[src/rtl/lim_window_decoder.sv]
module lim_window_decoder #(
  parameter int                ADDR_W    = 32,
  parameter int                WAY_W     = 4,
  parameter int                OFFSET_W  = 17,
  parameter logic [ADDR_W-1:0] BASE_ADDR = 32'h0800_0000
) (
  input  logic                clk,
  input  logic                rst_n,
  input  logic                req_valid,
  input  logic [ADDR_W-1:0]   req_addr,
  input  logic [WAY_W-1:0]    way_en_idx,
  output logic                rsp_claim,
  output logic                rsp_hit,
  output logic                rsp_err,
  output logic [WAY_W-1:0]    rsp_way,
  output logic [OFFSET_W-1:0] rsp_offset
);
  localparam int WIN_LSB = WAY_W + OFFSET_W;
  localparam int TAG_W   = ADDR_W - WIN_LSB;
  localparam logic [TAG_W-1:0] BASE_TAG = BASE_ADDR[ADDR_W-1:WIN_LSB];

  logic             in_win;
  logic             mem_way;
  logic [WAY_W-1:0] way_sel;

  assign in_win  = req_valid && (req_addr[ADDR_W-1:WIN_LSB] == BASE_TAG);
  assign way_sel = req_addr[WIN_LSB-1:OFFSET_W];
  assign mem_way = way_sel > way_en_idx;

  always_ff @(posedge clk or negedge rst_n) begin
    if (!rst_n) begin
      rsp_claim  <= 1'b0;
      rsp_hit    <= 1'b0;
      rsp_err    <= 1'b0;
      rsp_way    <= '0;
      rsp_offset <= '0;
    end else begin
      rsp_claim  <= in_win;
      rsp_hit    <= in_win && mem_way;
      rsp_err    <= in_win && !mem_way;
      rsp_way    <= (in_win && mem_way) ? way_sel : '0;
      rsp_offset <= (in_win && mem_way) ? req_addr[OFFSET_W-1:0] : '0;
    end
  end
endmodule


[config.mk]
export PLATFORM = sky130hd
export DESIGN_NAME = lim_window_decoder
export DESIGN_NICKNAME = d
export VERILOG_FILES = /design/src/rtl/lim_window_decoder.sv
export SDC_FILE = /design/constraint.sdc
export NUM_CORES = 1
export LEC_CHECK = 0
export BUFFER_PORTS_ARGS = -buffer_cell sky130_fd_sc_hd__buf_2
export CAP_MARGIN = 20
export CORE_MARGIN = 2
export CORE_UTILIZATION = 30
export CTS_CLUSTER_SIZE = 40
export DETAILED_ROUTE_END_ITERATION = 10
export MAX_ROUTING_LAYER = met4
export SYNTH_ARGS = -nofsm -noshare
export SYNTH_HDL_FRONTEND = slang
export SYNTH_SLANG_ARGS = --single-unit
[constraint.sdc]
create_clock -name clk -period 0.82 [get_ports clk]
set_input_delay 0.082 -clock clk [delete_from_list [all_inputs] [get_ports clk]]
set_output_delay 0.082 -clock clk [all_outputs]
set_load 0.01 [all_outputs]
[Word-level counts from Yosys, hierarchy flattened]
Cells that the tools add are included.
Storage, ports and cells
  register bits: 24
  output and inout port bits: 24
Cells by class
  mux-type cells: 2
  order comparisons: 1
  reductions and logical operators: 4
  equal/unequal tests: 1
Operators by type and width (number)
  $mux 17: 1
  $eq 11x7->1 const B: 1
  $gt 4x4->1: 1
  $mux 4: 1
  $logic_and 1x1->1: 3
  $logic_not 1->1: 1

[Depth between registers and ports, before layout]
  word-level depth: 4
  depth in mapped cells: 7
  gate-level depth less buffers: 6

[Worst setup path after synthesis]
OpenSTA, ideal clock, no wires.
  path type: input to register
  start: input port way_en_idx[1]
  end: register rsp_offset[10]
  library setup time: 119 ps
  buffers on the path: 1
  path slack: -393 ps
  arrival: 1094 ps
  required time: 701 ps
  cell stages on the path: 7
  cells stage by stage: inv_1 ha_1 nor2b_1 o211ai_1 a21oi_2 buf_4 and2_1
Between the ends
  cells in the longest elaborated chain, start to end: 3
RTL lines
  start: declaration: line 11  | input logic [WAY_W-1:0] way_en_idx,
  $gt 4x4->1: line 28  | assign mem_way = way_sel > way_en_idx;
  $logic_and 1x1->1: line 42  | rsp_offset <= (in_win && mem_way) ? req_addr[OFFSET_W-1:0] : '0;
  $mux 17: line 42
  end signal: assignment: line 42
  end: declaration: line 16  | output logic [OFFSET_W-1:0] rsp_offset
No other way between the ends.

[Final worst setup path]
  start: input port way_en_idx[1]
  end: register rsp_offset[5]
The elaborated chain is that of the path after synthesis.

==> impl_results.md <==
* Status: complete, but fails checks
* Failing checks: negative setup slack
* Synth area leaders: dfrtp_1, and2_1, ha_1
* Fin crit share at 120%
* Slew headroom at between 60% and 70%
* Core Area at slightly below 0.003 sq mm
* Placer Congestion at around 0.64
* GRT Total Usage at around 14%
* CP Capture Type: flip-flop
* Vias in the first global route at roughly 800
* WP buf/inv at 3
* Commonest non-fill, non-tap cells in the layout: buf_2, dfrtp_1, and2_1, dlygate4sd3_1, buf_4
* # fillers at between 200 and 250
* CP max-delay cell: ha_4
* Final setup violation count at 47
* Max cap viols at 0
* Die area at about 0.0035 sq mm
* Diode count at 0
* # DRC at 0
* First-pass GRT wire length at 3550 um
* Die H at 59.1 um
* # rows at 20
* Worst path cell trace: buf_8 > inv_12 > ha_4 > nor2b_4 > o211ai_1 > buf_4 > a21oi_4 > and2_1
* CP delay by family, top: buffers and inverters
* FF+latch count, synth at 24
* Largest net degree at the start of global routing at 25
* CTS buffer count at 3
* Pleak at 0.917 nW
* Average size of a mapped cell at about 14 sq um
* Worst vdd ir at approximately 0.57 mV
* Clock Tree Buf Depth at 2
* Synth-to-layout area growth at 86.3%
* Final antenna-violating net count at 0
* RSZ-0062 raised after global routing: yes
* PwrDens at 1190 mW/mm^2
* DR vias/cell at 4.36
* Top cell type's share of synthesized area at between 60 and 70%
* Setup CP Type: in -> reg
* Routed WL at 2380 um
* Syn nets at 110
* I/O pin cnt at 63
* Multi-input logic area at between 300 and 400 sq um
* Most common cell after layout, fill and taps aside: buf_2
* Initial Util at between 30% and 40%
* Sinks on the clock net at 24
* Antenna violations before repair at 0
* Max Clock Freq at 1.01 GHz
* Post-synthesis cell count at 67
* Worst Max-Slew Pin Slew at approximately 0.5 ns
* Worst hold path type: in -> reg
* Fin. Hold Viols at 0
* WP data required at between 1 and 1.5 ns
* H-tree levels at 1
* Via count at between 800 and 900
* CP peak stage delay at around 0.25 ns
* Yosys warning count at 0
* Critical path fanouts, max at 6
* Sequential fraction of the synthesis area at 65.8%
* Dpl ws at -0.869 ns
* Worst Slack Setup Final at -0.167 ns
* CTS root buffer: clkbuf_4
* Avg WL per Cell at 12.3 um
* Netlist Area Pre-Place at 912 sq um
* Initial DRC Count at 18
* DIE WIDTH at 59.1 um
* DP HPWL at roughly 1500 um
* Drt pass-1 iters at 4
* Synth area leader: dfrtp_1
* Max-slew violations at 0
* Worst-path clk slew at between 0.1 and 0.15 ns
* Nets at approximately 210
* Final hold slack at 0.0273 ns
* Post-synth cell types at 15
* Total grt overflow at 0
* CTS tree: built
* Arrival time at the worst endpoint at roughly 1.2 ns
* Total power at between 2 and 2.5 mW
* Crit start category: input port
* Final core occ at a little under three fifths
* Tmin final at just under 1 ns
* Share of cells above drive strength 1 at between 50% and 60%
* Sequential cell area at ~600 sq um
* PortBufs at 62
## layout make-up
cell class              count  area share, %
clock buffers               3           1.33
inverters                   4           1.62
multi-input cells          40           23.5
flip-flops and latches     24           35.3
well taps                  33           2.43
repair buffers             90           35.8
## worst paths after layout
path	start	end	slack, ns	cells after the start
max	way_en_idx[1]	rsp_offset[5]$_DFF_PN0_	-0.17	8
min	req_addr[17]	rsp_way[0]$_DFF_PN0_	0.03	2
max in group asynchronous	rst_n	rsp_way[1]$_DFF_PN0_	0.21	2
min in group asynchronous	rst_n	rsp_hit$_DFF_PN0_	0.27	2
## cells in the mapped netlist (all sizes together)
cell type,number
nor2b,1
nor4,1
inv,4
and2,21
a21boi,1
o211ai,1
and3,1
nor4b,2
nand2,1
buf,2
nand4,2
ha,4
dfrtp,24
a21oi,2
## logic make-up (layout without fill, tap and decap cells)
kind of cell,after synthesis,in the layout,synth area share [%]
simple gates,29,29,22.2
flops,24,24,65.8
buf+inv,6,97,3.29
fa+ha+maj,4,4,5.49
compound gates,4,7,3.16
## per-stage QoR
step	cell area, sq um	instances	setup TNS (ns)
after detailed placement	1310	165	-19.31
after CTS	1680	194	-4.55
after global placement	1310	165	-17.51
after global routing	1700	194	-7.03
after floorplan	937	67	-6.93
final	1700	194	-4.66
## flip-flops by register name (all words and copies together), names as in the netlist
signal      count
rsp_way         4
rsp_offset     17
rsp_err         1
rsp_claim       1
rsp_hit         1
## power by group
part | total, mW | switching [mW] | internal (mW) | leakage [nW]
combinational | 0.365 | 0.146 | 0.220 | 0.567
sequential | 1.18 | 0.0000272 | 1.18 | 0.335
clock | 0.478 | 0.307 | 0.171 | 0.0138
total | 2.03 | 0.452 | 1.57 | 0.917
## layer usage
layer	wire (um)	GRT usage [%]	up-vias
met5	0	-	-
met3	128	1.53	2
li1	-	-	412
met2	1200	25.1	40
met4	27	6.82	0
met1	1030	16.3	392
## timing repair
action	4_1_cts	5_1_grt
endpoints found under the hold margin	41	0
gates cloned	3	0
hold buffers	18	0
resized for setup	18	4
pin swaps	13	8
setup endpoints to repair	47	47
buffers inserted	5	0
(Power assumes the default switching activity.)
